`config.mk`:
```
export PLATFORM = sky130hd
export DESIGN_NAME = fuse_serial_gen
export DESIGN_NICKNAME = d
export VERILOG_FILES = /design/src/rtl/fuse_serial_gen.sv
export SDC_FILE = /design/constraint.sdc
export NUM_CORES = 1
export LEC_CHECK = 0
export BUFFER_PORTS_ARGS = -buffer_cell sky130_fd_sc_hd__buf_4
export CAP_MARGIN = 20
export CORE_MARGIN = 2
export CORE_UTILIZATION = 47
export DETAILED_ROUTE_END_ITERATION = 8
export GPL_TIMING_DRIVEN = 0
export PLACE_DENSITY_LB_ADDON = 0.15
export SLEW_MARGIN = 20
export SYNTH_ARGS = -nofsm -noshare
export SYNTH_HDL_FRONTEND = slang
export SYNTH_SLANG_ARGS = --single-unit
```
`constraint.sdc`:
```
create_clock -name clk -period 3.03 [get_ports clk]
set_clock_uncertainty 0.1 [all_clocks]
set_input_delay 0 -clock clk [delete_from_list [all_inputs] [get_ports clk]]
set_output_delay 0 -clock clk [all_outputs]
set_load 0.01 [all_outputs]
```
`src/rtl/fuse_serial_gen.sv`:
```
module fuse_serial_gen #(
  parameter int          NBYTES = 32,
  parameter int          GRP    = 8,
  parameter logic [31:0] POLY   = 32'hEDB88320
) (
  input  logic                clk,
  input  logic                rst_n,
  input  logic                start,
  input  logic [NBYTES*8-1:0] fuse_img,
  input  logic [1:0]          leak_sel,
  output logic [31:0]         serial_lo,
  output logic [31:0]         serial_hi,
  output logic [7:0]          fuse_ver,
  output logic [3:0]          proc_ver,
  output logic [1:0]          cpu_rev,
  output logic [7:0]          leak_val,
  output logic                valid
);
  localparam int NSTEP  = 2 * GRP;
  localparam int CW     = $clog2(NSTEP);
  localparam int A_BASE = GRP;
  localparam int B_BASE = GRP - 1;
  localparam int VERB   = 4;
  localparam int PROCB  = 6;
  localparam int LEAKB  = 23;

  logic [NBYTES*8-1:0] img_q;
  logic [CW-1:0]       step;
  logic                busy;
  logic [31:0]         crc_q, crc_nx;
  logic [7:0]          seq [NSTEP];
  logic                unused_img;

  for (genvar gi = 0; gi < GRP; gi++) begin : g_order
    assign seq[gi]       = img_q[8*(A_BASE + 2*gi) +: 8];
    assign seq[GRP + gi] = img_q[8*(B_BASE + 2*gi) +: 8];
  end

  function automatic logic [31:0] crc_step(input logic [31:0] c, input logic [7:0] b);
    logic [31:0] r;
    r = c ^ {24'd0, b};
    for (int k = 0; k < 8; k++)
      r = r[0] ? ((r >> 1) ^ POLY) : (r >> 1);
    return r;
  endfunction

  assign crc_nx = crc_step(crc_q, seq[step]);

  always_ff @(posedge clk) begin
    if (!rst_n) begin
      img_q     <= '0;
      step      <= '0;
      busy      <= 1'b0;
      crc_q     <= '0;
      serial_lo <= '0;
      serial_hi <= '0;
      valid     <= 1'b0;
    end else if (start) begin
      img_q <= fuse_img;
      step  <= '0;
      busy  <= 1'b1;
      crc_q <= '0;
      valid <= 1'b0;
    end else if (busy) begin
      crc_q <= crc_nx;
      step  <= step + 1'b1;
      if (step == CW'(GRP - 1))
        serial_lo <= crc_nx;
      if (step == CW'(NSTEP - 1)) begin
        serial_hi <= crc_nx;
        busy      <= 1'b0;
        valid     <= 1'b1;
      end
    end
  end

  assign fuse_ver = img_q[8*VERB +: 8] & 8'hF7;
  assign proc_ver = img_q[8*PROCB +: 4];
  assign cpu_rev  = img_q[8*PROCB + 4 +: 2];

  always_comb begin
    case (leak_sel)
      2'd0:    leak_val = img_q[8*LEAKB +: 8];
      2'd1:    leak_val = img_q[8*(LEAKB + 1) +: 8];
      2'd2:    leak_val = img_q[8*(LEAKB + 2) +: 8];
      default: leak_val = 8'd0;
    endcase
  end

  assign unused_img = ^img_q;
endmodule


```
* After elaboration in Yosys (flattened, before gate mapping)
Cells that the tools add are included.
Storage, ports and cells: register bits 310, bits of input ports 261, word-level logic and storage cells 45
Cells by class: $add $sub $neg 1, order comparisons 1, equal/unequal tests 4, multiplexer cells 15, bitwise gates (word level) 12, reductions and logical operators 5
Operators by type and width (count):
- 2-to-1 mux 32 bit | 8
- NOT 13 -> 14 bit | 8
- binary-select mux 8 bit (select 4 bit) | 1
- bitwise XOR 32 x 8 -> 32 bit | 1
- case mux 8 bit (3 select lines) | 1
- 2-to-1 mux 8 bit | 2
- AND reduction 3 bit | 2
- greater-or-equal comparator 5 bit, second input constant | 1
- NOT 4 -> 5 bit | 1
- adder 4 x 1 -> 4 bit, second input constant | 1
- == test 4 x 3 -> 1 bit, second input constant | 1
- == test 4 bit, second input constant | 1
- 2-to-1 mux 1 bit | 3
- == test 2 x 1 -> 1 bit, second input constant | 1
- == test 2 bit, second input constant | 1
- zero test 2 bit | 1
- NOT 1 bit | 2
- AND reduction 2 bit | 1
- OR reduction 2 bit | 1

* Longest topological paths before layout
Gate-level depths: netlist of the first run.
depth after elaboration 21, mapped depth 11, mapped depth without buffers 8

* Least setup slack after synthesis of the first run
No wires, ideal clock.
kind reg-to-reg, start reg step[2], end reg serial_lo[19], setup time 133 ps, data arrival time 2749 ps, required time 2797 ps, slack 49 ps, cell stages (with the launch flop) 10, clock period less this slack 2981 ps, path through dfxtp_1 buf_6 buf_12 mux4_1 a221oi_2 xnor2_2 xnor3_2 xnor2_2 xnor2_1 a21oi_1
Between the ends: word-level cells in the longest chain between the ends 18, elaborated cells between the ends (all ways) 22, those cells by class eq/ne: 1; mux: 11; bitwise: 9; reduce/logical: 1
RTL lines:
- from (decl) | line 28 | logic [CW-1:0] step;
- from (signal assigned) | line 66 | step <= step + 1'b1;
- NOT 4 -> 5 bit (not written as such) | line 47 | assign crc_nx = crc_step(crc_q, seq[step]);
- binary-select mux 8 bit (select 4 bit) | line 47
- 2-to-1 mux 8 bit (not written as such) (2 in a row) | line 47
- bitwise XOR 32 x 8 -> 32 bit | line 41 | r = c ^ {24'd0, b};
- 2-to-1 mux 32 bit (2 in a row) | line 43 | r = r[0] ? ((r >> 1) ^ POLY) : (r >> 1);
- NOT 13 -> 14 bit (no source line)
- 2-to-1 mux 32 bit | line 43
- NOT 13 -> 14 bit (no source line)
- 2-to-1 mux 32 bit (2 in a row) | line 43
- NOT 13 -> 14 bit (no source line)
- 2-to-1 mux 32 bit | line 43
- NOT 13 -> 14 bit (no source line)
- 2-to-1 mux 32 bit | line 43
- NOT 13 -> 14 bit (no source line)
- 2-to-1 mux 32 bit | line 43
- to (signal assigned) | line 68 | serial_lo <= crc_nx;
- to (decl) | line 11 | output logic [31:0] serial_lo,
Parallel ways exist; a longest one is shown, timed or not. The select of a mux whose other input is x is not followed. A chain may end at the register's enable or synchronous reset.

* Worst setup path in the final report of the first run
start reg step[1], end reg crc_q[19]
Between the ends: word-level cells in the longest chain between the ends 18, elaborated cells between the ends (all ways) 20, those cells by class mux: 11; bitwise: 9
RTL lines:
- NOT 4 -> 5 bit (not written as such) (*) | line 47
- binary-select mux 8 bit (select 4 bit) (*) | line 47
- 2-to-1 mux 8 bit (not written as such) (*) (2 in a row) | line 47
- bitwise XOR 32 x 8 -> 32 bit (*) | line 41
- 2-to-1 mux 32 bit (*) (2 in a row) | line 43
- NOT 13 -> 14 bit (no source line)
- 2-to-1 mux 32 bit (*) | line 43
- NOT 13 -> 14 bit (no source line)
- 2-to-1 mux 32 bit (*) (2 in a row) | line 43
- NOT 13 -> 14 bit (no source line)
- 2-to-1 mux 32 bit (*) | line 43
- NOT 13 -> 14 bit (no source line)
- 2-to-1 mux 32 bit (*) | line 43
- NOT 13 -> 14 bit (no source line)
- 2-to-1 mux 32 bit (*) | line 43
- to (signal assigned) | line 65 | crc_q <= crc_nx;
- to (decl) | line 30 | logic [31:0] crc_q, crc_nx;
Mark *: on every way between the ends. The rest lies on a longest branch, timed or not. The select of a mux whose other input is x is not followed.

==> results of run 1 <==
==> state kept, by name (all words and copies together) (netlist names) <==
register,cells
busy,1
crc_q,32
img_q,165
serial_hi,32
serial_lo,32
step,4
valid,1
==> final cells by class <==
type,count,area [sq um],share of cell area
multi-input cells,729,6340,0.353
inverters,2,7.51,0.000418
flip-flops and latches,267,5350,0.298
repair buffers,494,4400,0.245
well taps,324,405,0.0226
plain buffers,95,579,0.0323
diodes,1,2.50,0.000139
clock inverters,5,75.1,0.00418
clock buffers,41,801,0.0446
==> Yosys cell counts, drive strengths merged <==
master / instances / share of area
and2: 1 / 0.00065
mux4: 31 / 0.066
xor2: 28 / 0.026
nand2b: 3 / 0.0016
xnor3: 3 / 0.0061
inv: 2 / 0.00065
nand2: 60 / 0.020
nand4: 1 / 0.00054
a41oi: 1 / 0.00076
and2b: 3 / 0.0023
mux2i: 187 / 0.16
nand3b: 2 / 0.0013
conb: 1 / 0.00033
nor4b: 1 / 0.00076
or2b: 1 / 0.00076
a22o: 5 / 0.0039
mux2: 1 / 0.00098
xnor2: 40 / 0.043
a221oi: 6 / 0.0088
a21oi: 49 / 0.021
clkbuf: 55 / 0.022
nor2: 217 / 0.071
buf: 40 / 0.026
nor2b: 2 / 0.0011
o21ai: 39 / 0.017
and3: 1 / 0.00054
nand3: 9 / 0.0039
dfxtp: 267 / 0.46
ha: 1 / 0.0011
o21a: 2 / 0.0013
a211oi: 29 / 0.019
a22oi: 5 / 0.0045
==> worst max-delay path by stage <==
stage               startpoint             to  slack [ps]  depth (start not counted)
finish                 step[1]      crc_q[19]        -320                         11
CTS                    step[2]      crc_q[22]        -220                          9
detailed placement     step[2]      crc_q[19]        -640                          9
floorplan              step[2]  serial_lo[19]          50                          9
global route           step[1]      crc_q[19]        -380                         11
global placement       step[2]      crc_q[19]        -630                          9
==> critical path, stage by stage (launching register included) <==
cell and delay [ps]:
sky130_fd_sc_hd__dfxtp_2 330, sky130_fd_sc_hd__buf_6 130, sky130_fd_sc_hd__buf_6 100, sky130_fd_sc_hd__mux4_2 520, sky130_fd_sc_hd__a22o_1 270, sky130_fd_sc_hd__a221oi_4 360, sky130_fd_sc_hd__xnor2_4 200, sky130_fd_sc_hd__xnor3_2 440
sky130_fd_sc_hd__buf_12 170, sky130_fd_sc_hd__xnor2_4 160, sky130_fd_sc_hd__xnor2_2 310, sky130_fd_sc_hd__a21oi_1 110
==> kinds of logic after synthesis <==
kind of cell | share of synthesized area
AO/OA/AOI/OAI | 0.0765
AND/OR/NAND/NOR | 0.104
multiplexers | 0.230
XOR/XNOR | 0.0745
buffers and inverters | 0.0492
flip-flops | 0.465
other | 0.000326
adder cells (fa/ha/maj) | 0.00109
==> through the flow <==
stage	setup TNS (ps)	std cells	setup WS, ps	area (sq um)
2_1_floorplan	0	1093	48.7	11500
3_3_place_gp	-32730	1669	-629	13800
3_5_place_dp	-29000	1670	-643	13800
4_1_cts	-6450	1931	-222	17300
5_1_grt	-15180	1958	-380	18000
6_report	-10810	1958	-322	18000
==> power breakdown <==
part	leakage, nW	internal, W	switching, W
logic	5.20	0.00136	0.00123
registers	2.19	0.00367	0.000104
clock network	0.430	0.00198	0.00140
total	7.82	0.00701	0.00273
==> metal layers <==
metal  wire length, microns  track usage  vias to the layer above
li1                       -            -                     4772
met1                  15200        0.335                     5057
met2                  20800        0.527                      407
met3                   2300       0.0501                      117
met4                   1800        0.118                        0
met5                      0            0                        -
==> timing repair <==
item,in CTS,in global routing
setup buffers,47,29
cloned,2,0
gates resized for setup,78,84
pin swaps,28,72
hold buffers,166,0
endpoints found under the hold margin,179,0
endpoints found under the setup margin,81,87
==> flow_metrics.tcl, run 1 <==
set metrics [dict create \
    slew_headroom 0.307 \
    clock_latency_ps 550 \
    failed_checks "setup timing" \
    timing.critical_path.from_type "flop" \
    worst-path-max-fanout 4 \
    gp_congestion 0.823 \
    worst_ep_required_time_ps 3340 \
    worst-slew-pin-transition_ps 1040 \
    boundaryPins 348 \
    max-clock-path-buffers 3 \
    drt.antenna.violating_nets 0 \
    leakage_nw 7.82 \
    syn-num-nets 1355 \
    cts_num_sinks 267 \
    antenna_found_initial 1 \
    rr_worst_depth 11 \
    library_cells_used_by_synthesis 46 \
    route.vias.total 10353 \
    hold_path_depth 4 \
    maximum_number_of_pins_on_one_net_before_global_route_repair 14 \
    vias_in_the_first_global_route 10365 \
    core_region_area_sq_um 24200 \
    ir_worst_vdd_mv 0.359 \
    hold_viol_final 0 \
    maxClockFrequency_mhz 298 \
    die_width_microns 160 \
    floorplan.initialDensity 0.476 \
    hold_path_startpoint "start" \
    cp-end-kind "flop" \
    avgViaCountPerCell 5.29 \
    drt-wirelength-per-cell_microns 20.5 \
    syn_to_final_growth_pct 56.1 \
    layout.filler_cells 1605 \
    postSynthRegisterBits 267 \
    yosysSeqAreaShare 0.465 \
    grt-ovfl-total 0 \
    worst_r2r_startpoint "step[1]" \
    cts.htree.levels 1 \
    grt.total_usage 0.289 \
    final.min_clock_period_ps 3350 \
    drt_iter0_drc 683 \
    layout_worst_path_cycle_share 1.11 \
    cts_root_buf "sky130_fd_sc_hd__clkbuf_16" \
    setup_ws_ps -322 \
    power.density_nw_per_um2 542 \
    r2r_end "crc_q[19]" \
    clock_buffers_created_by_tritoncts 29 \
    syn_area_per_cell_sq_um 10.5 \
    final-max-slew-violation-count 0 \
    most_common_cell_after_layout_fill_and_taps_aside "sky130_fd_sc_hd__buf_4" \
    number_of_max_cap_violations 0 \
    placementRows 57 \
    post-layout-total-power_w 0.00974 \
    finalSetupViolations 64 \
    post_synth_inst_count 1093 \
    synth.cell_area_sq_um 11500 \
    finalCoreUtilization 0.743 \
    post-route-drc-count 0 \
    nNetsFinal 1880 \
    hpwlAfterDp_mm 24.2 \
    cts_tree "built" \
    ff2ff_setup_slack_ps -320 \
    unrepaired_setup_endpoints_after_global_routing "yes" \
    cts.reportedPaths.clkPinSlew_ps 60 \
    holdCritPathClass "input port to flop" \
    die_height_microns 160 \
    post_route_cells_drive_above_1_share 0.328 \
    most-common-layout-cells "sky130_fd_sc_hd__buf_4, sky130_fd_sc_hd__dfxtp_1, sky130_fd_sc_hd__nor2_1" \
    status "finished with violations" \
    routed_wirelength_mm 40.1 \
    synth.yosys.warnings 0 \
    grt_first_pass_wirelength_mm 57.7 \
    timing.setup.critical_path_class "flop to flop" \
    fin_worst_hold_slack_ps 45.2 \
    numPortBuffers 252 \
    hold_end "serial_lo[5]" \
    drt_pre_antenna_iters 5 \
    die_area_sq_um 25700 \
    worst_ep_arrival_time_ps 3660 \
]
Note: power is estimated with default switching activity, not from simulation.
==> inputs of run 2 (changes only) <==
--- a/config.mk
+++ b/config.mk
@@ -5,13 +5,14 @@
 export SDC_FILE = /design/constraint.sdc
 export NUM_CORES = 1
 export LEC_CHECK = 0
+export ABC_AREA = 1
 export BUFFER_PORTS_ARGS = -buffer_cell sky130_fd_sc_hd__buf_4
 export CAP_MARGIN = 20
 export CORE_MARGIN = 2
 export CORE_UTILIZATION = 47
 export DETAILED_ROUTE_END_ITERATION = 8
 export GPL_TIMING_DRIVEN = 0
-export PLACE_DENSITY_LB_ADDON = 0.15
+export PLACE_DENSITY = 0.85
 export SLEW_MARGIN = 20
 export SYNTH_ARGS = -nofsm -noshare
 export SYNTH_HDL_FRONTEND = slang
==> flow_metrics.tcl, run 2 <==
set metrics [dict create \
    power.density_nw_per_um2 529 \
    syn_area_per_cell_sq_um 6.83 \
    slowest_stage "sky130_fd_sc_hd__clkbuf_1" \
    numPortBuffers 253 \
    slew_headroom 0.369 \
    synth.cell_area_sq_um 12200 \
    gp_congestion 0.948 \
    postSynthRegisterBits 267 \
    post_synth_inst_count 1782 \
    worst_ep_required_time_ps 3370 \
    die_width_microns 165 \
    most-common-layout-cells "sky130_fd_sc_hd__nor2_1, sky130_fd_sc_hd__nand2_1, sky130_fd_sc_hd__buf_4" \
    boundaryPins 348 \
    largest_stage_delay_on_the_critical_path_ps 520 \
    syn_to_final_growth_pct 40.3 \
    layout.filler_cells 1982 \
    yosysSeqAreaShare 0.439 \
    top_register "img_q" \
    post-route-drc-count 0 \
    antenna_found_initial 7 \
    unrepaired_setup_endpoints_after_global_routing "no" \
    finalSetupViolations 0 \
    drt-wirelength-per-cell_microns 18.1 \
    grt-ovfl-total 0 \
    timing.critical_path.from_type "flop" \
    number_of_buffer_and_inverter_instances_along_the_worst_setup_path 2 \
    routed_wirelength_mm 46.7 \
    nNetsFinal 2493 \
    cell_chain_of_the_critical_path "clkbuf_1 -> nand3_1 -> nand3_1 -> nand2_1 -> nand2_1 -> nand2_2 -> nand2_1 -> nand3_1 -> nand3_1 -> nand2_2 -> nand2_2 -> nand3_1 -> nand2_1 -> inv_1" \
    max-clock-path-buffers 3 \
    hpwlAfterDp_mm 30.5 \
    worst_r2r_startpoint "step[2]" \
    grt.total_usage 0.339 \
    status "completed" \
    worst-slew-pin-transition_ps 946 \
    syn-num-nets 2044 \
    timing.setup.critical_path_class "flop to flop" \
    cts.reportedPaths.clkPinSlew_ps 60 \
    die_height_microns 165 \
    library_cells_used_by_synthesis 28 \
    drt.antenna.violating_nets 0 \
    hold_viol_final 0 \
    most_common_cell_after_layout_fill_and_taps_aside "sky130_fd_sc_hd__nor2_1" \
    hold_path_startpoint "start" \
    holdCritPathClass "input port to flop" \
    largest_register_ff_count 165 \
    cts_tree "built" \
    placementRows 58 \
    final.min_clock_period_ps 2890 \
    clock_buffers_created_by_tritoncts 28 \
    yosys-top-cells-count "sky130_fd_sc_hd__nor2_1, sky130_fd_sc_hd__nand2_1, sky130_fd_sc_hd__dfxtp_1, sky130_fd_sc_hd__o21ai_0, sky130_fd_sc_hd__inv_1" \
    layout_worst_path_cycle_share 0.955 \
    vias_in_the_first_global_route 14015 \
    number_of_max_cap_violations 0 \
    route.vias.total 14066 \
    cp-startpoint "step[2]" \
    post_route_cells_drive_above_1_share 0.169 \
    clock_latency_ps 570 \
    cts_root_buf "sky130_fd_sc_hd__clkbuf_16" \
    leakage_nw 8.18 \
    ir_worst_vdd_mv 0.391 \
    finalCoreUtilization 0.674 \
    timing.critical_path.max_delay_family "simple AND/OR/NAND/NOR gates" \
    cp-end-kind "flop" \
    drt_pre_antenna_iters 6 \
    post_synth_main_area_contributors "sky130_fd_sc_hd__dfxtp_1, sky130_fd_sc_hd__nor2_1, sky130_fd_sc_hd__o21ai_0" \
    cts_num_sinks 267 \
    worst-path-max-fanout 10 \
    post-cts-setup-buffers 0 \
    synth_largest_type_area_fraction 0.439 \
    final_sum_of_negative_setup_slack_ps 0 \
    worst_ep_arrival_time_ps 3230 \
    core_region_area_sq_um 25300 \
    final-max-slew-violation-count 0 \
    maximum_number_of_pins_on_one_net_before_global_route_repair 15 \
    multiInputGateArea_sq_um 5500 \
    library_cell_with_the_largest_summed_area_after_synthesis "sky130_fd_sc_hd__dfxtp_1" \
    die_area_sq_um 27200 \
    synth_most_common_cell "sky130_fd_sc_hd__nor2_1" \
    floorplan.initialDensity 0.481 \
    grt_first_pass_wirelength_mm 71.5 \
    maxClockFrequency_mhz 346 \
    sequential_cell_area_sq_um 5350 \
    drt_iter0_drc 1544 \
    avgViaCountPerCell 5.43 \
    cts.htree.levels 1 \
    synth.yosys.warnings 0 \
    postSynth.topFlopCell "sky130_fd_sc_hd__dfxtp_1" \
    count_of_flip_flops_with_a_built_in_enable_after_synthesis 0 \
    crit_path_frequent_cell "sky130_fd_sc_hd__nand3_1" \
    asyncSetResetFlopFracSynth 0 \
]
## run 2: cell types whose count changed after synthesis, moves of 20 or more
cell | before | now
sky130_fd_sc_hd__a211oi_1 | 29 | 0
sky130_fd_sc_hd__nand2_2 | 0 | 20
sky130_fd_sc_hd__o21ai_0 | 36 | 238
sky130_fd_sc_hd__mux2i_1 | 187 | 0
sky130_fd_sc_hd__nand3_1 | 9 | 129
sky130_fd_sc_hd__nor2_1 | 217 | 331
sky130_fd_sc_hd__inv_1 | 2 | 179
sky130_fd_sc_hd__a21oi_1 | 49 | 124
sky130_fd_sc_hd__clkbuf_1 | 50 | 79
sky130_fd_sc_hd__nand2_1 | 60 | 279
sky130_fd_sc_hd__xnor2_1 | 27 | 6
## run 2: metrics by stage
| stage | cells | setup WS (ps) | cell area, sq um | hold WS (ps) | power [W] |
|---|---|---|---|---|---|
| after floorplan | 1782 | 924 | 12200 | 34.9 | 0.00477 |
| after global placement | 2365 | 322 | 14500 | 121 | 0.00533 |
| after detailed placement | 2365 | 294 | 14500 | 129 | 0.00536 |
| after CTS | 2583 | 250 | 17100 | 7.72 | 0.00892 |
| after global routing | 2586 | 1.31 | 17100 | 59.1 | 0.00935 |
| final | 2589 | 136 | 17100 | 25.6 | 0.00904 |
## run 2: per-layer routing
layer	track usage	up-vias	part of all wire
met5	0	-	0.0013
met4	0.190	4	0.058
met3	0.0914	230	0.11
met2	0.542	879	0.44
met1	0.415	6407	0.39
li1	-	6546	-
## run 2: power breakdown
part           switching (W)  total [W]  internal [W]
clock network        0.00153    0.00348       0.00195
logic                0.00109    0.00177      0.000684
registers          0.0000958    0.00378       0.00369
## run 2: worst register-to-register path, cell delays in order (launching register included)
cell and delay, ps:
sky130_fd_sc_hd__dfxtp_1 370, sky130_fd_sc_hd__clkbuf_1 520, sky130_fd_sc_hd__nand3_1 210, sky130_fd_sc_hd__nand3_1 180, sky130_fd_sc_hd__nand2_1 100, sky130_fd_sc_hd__nand2_1 90, sky130_fd_sc_hd__nand2_2 150, sky130_fd_sc_hd__nand2_1 170
sky130_fd_sc_hd__nand3_1 220, sky130_fd_sc_hd__nand3_1 210, sky130_fd_sc_hd__nand2_2 120, sky130_fd_sc_hd__nand2_2 100, sky130_fd_sc_hd__nand3_1 100, sky130_fd_sc_hd__nand2_1 90, sky130_fd_sc_hd__inv_1 40
## run 2: layout make-up
class / instances / share of cell area
antenna: 6 / 0.000879
buffer: 120 / 0.0348
clock buffer: 35 / 0.0443
clock inverter: 17 / 0.00923
inverter: 197 / 0.0434
multi-input combinational: 1198 / 0.322
sequential: 267 / 0.313
tap: 330 / 0.0242
timing repair buffer: 419 / 0.208
## run 2: kinds of logic (layout without fill, tap and decap cells)
kind of cell	Yosys count	in the layout	synth area share
AO/OA/AOI/OAI	389	389	0.162
XOR/XNOR	35	35	0.0270
adder cells (fa/ha/maj)	1	1	0.00103
buffers and inverters	317	788	0.110
flip-flops	267	267	0.439
other	1	7	0.000308
AND/OR/NAND/NOR	772	772	0.261
## run 2: repair_timing
action                                 in CTS  in global routing
endpoints found under the hold margin     165                  0
hold buffers                              166                  0
resized for setup                           0                  0
## run 2: final timing paths
check	to	slack, ps	cells after the start
worst max-delay path	crc_q[19]	140	14
worst min-delay path	img_q[85]	30	4
worst max register to register	crc_q[19]	140	14
worst min register to register	img_q[70]	360	2
==> inputs of run 3 (changes only) <==
--- a/config.mk
+++ b/config.mk
@@ -9,10 +9,10 @@
 export BUFFER_PORTS_ARGS = -buffer_cell sky130_fd_sc_hd__buf_4
 export CAP_MARGIN = 20
 export CORE_MARGIN = 2
-export CORE_UTILIZATION = 47
+export CORE_UTILIZATION = 25
 export DETAILED_ROUTE_END_ITERATION = 8
 export GPL_TIMING_DRIVEN = 0
-export PLACE_DENSITY = 0.85
+export PLACE_DENSITY = 0.55
 export SLEW_MARGIN = 20
 export SYNTH_ARGS = -nofsm -noshare
 export SYNTH_HDL_FRONTEND = slang
==> flow_metrics.tcl, run 3 (synthesis results as in run 2) <==
set metrics [dict create \
    maximum_number_of_pins_on_one_net_before_global_route_repair 17 \
    m1WireLength_mm 22.6 \
    top_register "img_q" \
    numPortBuffers 253 \
    final_cell_count_without_fillers 2884 \
    core_region_area_sq_um 47900 \
    boundaryPins 348 \
    post-route-drc-count 0 \
    nNetsFinal 2504 \
    antenna_found_initial 4 \
    slowest_stage "sky130_fd_sc_hd__xnor2_1" \
    timing.setup.critical_path_class "flop to flop" \
    leakage_nw 8.30 \
    gp_congestion 0.858 \
    cell_chain_of_the_critical_path "buf_6 -> buf_2 -> nand2_1 -> nand3_1 -> nand3_1 -> nand3_1 -> nand3b_1 -> nand2_2 -> inv_2 -> nand2_1 -> nand2_2 -> xnor2_1 -> o21ai_0 -> inv_1" \
    post-cts-setup-buffers 0 \
    detailed_routed_wire_length_on_met2_mm 22.8 \
    timing.critical_path.max_delay_family "simple AND/OR/NAND/NOR gates" \
    avgViaCountPerCell 4.60 \
    unrepaired_setup_endpoints_after_global_routing "no" \
    placementRows 80 \
    worst-slew-pin-transition_ps 1010 \
    grt_first_pass_wirelength_mm 75.2 \
    layout_worst_path_cycle_share 0.935 \
    cts_num_sinks 267 \
    drt.antenna.violating_nets 0 \
    maxClockFrequency_mhz 353 \
    die_area_sq_um 50500 \
    cts_root_buf "sky130_fd_sc_hd__clkbuf_16" \
    worst_ep_required_time_ps 3450 \
    vias_in_the_first_global_route 13170 \
    cts.htree.levels 1 \
    hpwlAfterDp_mm 37.4 \
    max-clock-path-buffers 3 \
    grt.total_usage 0.194 \
    route.met3.wl_mm 2.92 \
    drt-wirelength-per-cell_microns 17.3 \
    final.min_clock_period_ps 2830 \
    holdCritPathClass "input port to flop" \
    finalSetupViolations 0 \
    cts.reportedPaths.clkPinSlew_ps 60 \
    largest_stage_delay_on_the_critical_path_ps 510 \
    power.density_nw_per_um2 532 \
    floorplan.initialDensity 0.254 \
    most-common-layout-cells "sky130_fd_sc_hd__nor2_1, sky130_fd_sc_hd__nand2_1, sky130_fd_sc_hd__buf_4" \
    status "completed" \
    clock_latency_ps 590 \
    route.vias.total 13259 \
    largest_register_ff_count 165 \
    most_common_cell_after_layout_fill_and_taps_aside "sky130_fd_sc_hd__nor2_1" \
    grt-ovfl-total 0 \
    worst-path-max-fanout 10 \
    dr.max_layer_used "met5" \
    dpl.cell_count 2650 \
    hold_viol_final 0 \
    ir_worst_vdd_mv 0.414 \
    crit_path_frequent_cell "sky130_fd_sc_hd__nand3_1" \
    number_of_buffer_and_inverter_instances_along_the_worst_setup_path 4 \
    routed_wirelength_mm 49.8 \
    worst_ep_arrival_time_ps 3250 \
    drt_iter0_drc 914 \
    slew_headroom 0.328 \
    syn_to_final_growth_pct 45.1 \
    cts_tree "built" \
    drt_pre_antenna_iters 5 \
    final-max-slew-violation-count 0 \
    clock_buffers_created_by_tritoncts 31 \
    die_width_microns 225 \
    post_route_cells_drive_above_1_share 0.171 \
    number_of_max_cap_violations 0 \
    timing.critical_path.from_type "flop" \
    cp-end-kind "flop" \
    final_sum_of_negative_setup_slack_ps 0 \
    die_height_microns 225 \
]
## run 3: cell types whose count changed in the layout (fill, tap and decap cells not counted), moves of 2 or more
cell,delta
sky130_fd_sc_hd__clkbuf_4,+2
sky130_fd_sc_hd__diode_2,-2
sky130_fd_sc_hd__clkbuf_8,+6
sky130_fd_sc_hd__clkbuf_1,+2
sky130_fd_sc_hd__nand3_1,-2
sky130_fd_sc_hd__dlygate4sd3_1,+8
sky130_fd_sc_hd__buf_2,-2
sky130_fd_sc_hd__clkbuf_16,+3
sky130_fd_sc_hd__nand3_2,+2
sky130_fd_sc_hd__clkinv_2,-6
sky130_fd_sc_hd__clkinvlp_4,-2
## run 3: worst paths after layout
| kind | startpoint | slack (ps) | cells after the start | to |
|---|---|---|---|---|
| worst max register to register | step[0] | 200 | 14 | serial_lo[15] |
| worst min register to register | img_q[71] | 350 | 2 | img_q[71] |
| worst min-delay path | start | 30 | 8 | serial_lo[29] |
| worst max-delay path | step[0] | 200 | 14 | serial_lo[15] |
## run 3: through the flow
step | setup WS (ps) | utilization | total power, W | hold slack (ps) | instance area [sq um]
floorplan | 924 | - | 0.00477 | 34.9 | 12200
global route | 4.18 | 0.369 | 0.00982 | 76.1 | 17700
detailed placement | 56.2 | 0.310 | 0.00543 | 128 | 14800
CTS | 16.3 | 0.368 | 0.00948 | 18.3 | 17600
global placement | 97.9 | 0.310 | 0.00541 | 124 | 14800
finish | 198 | 0.369 | 0.00941 | 25.8 | 17700
## run 3: what timing repair did
action                                  CTS  global route
endpoints found under the setup margin    0            48
gates resized for setup                   0            11
hold buffers                            174             0
endpoints found under the hold margin   165             0
## run 3: report_power, final
group	total, W	internal [W]	switching, W
Clock	0.00384	0.00227	0.00157
Sequential	0.00377	0.00369	0.0000832
Combinational	0.00180	0.000696	0.00110
Total	0.00941	0.00666	0.00275
## run 3: area by class of cell
| class | count | area (sq um) |
|---|---|---|
| fillers | 5038 | 30300 |
| diodes | 4 | 10.0 |
| multi-input cells | 1198 | 5530 |
| plain buffers | 120 | 601 |
| well taps | 615 | 769 |
| clock inverters | 9 | 116 |
| clock buffers | 47 | 926 |
| flip-flops and latches | 267 | 5350 |
| inverters | 197 | 742 |
| repair buffers | 427 | 3640 |
## run 3: layer usage
| metal | vias up | global-route usage |
|---|---|---|
| met1 | 6212 | 0.260 |
| met5 | - | 0 |
| met2 | 390 | 0.319 |
| met3 | 83 | 0.0311 |
| met4 | 2 | 0.0654 |
| li1 | 6572 | - |
## run 3: tightest hold or removal path, stage by stage
cell and delay (ps):
sky130_fd_sc_hd__buf_4 90, sky130_fd_sc_hd__nor2_1 40, sky130_fd_sc_hd__nand4_1 130, sky130_fd_sc_hd__inv_2 150, sky130_fd_sc_hd__nor2_1 110, sky130_fd_sc_hd__nor2_1 40, sky130_fd_sc_hd__o21ai_0 60, sky130_fd_sc_hd__inv_1 40
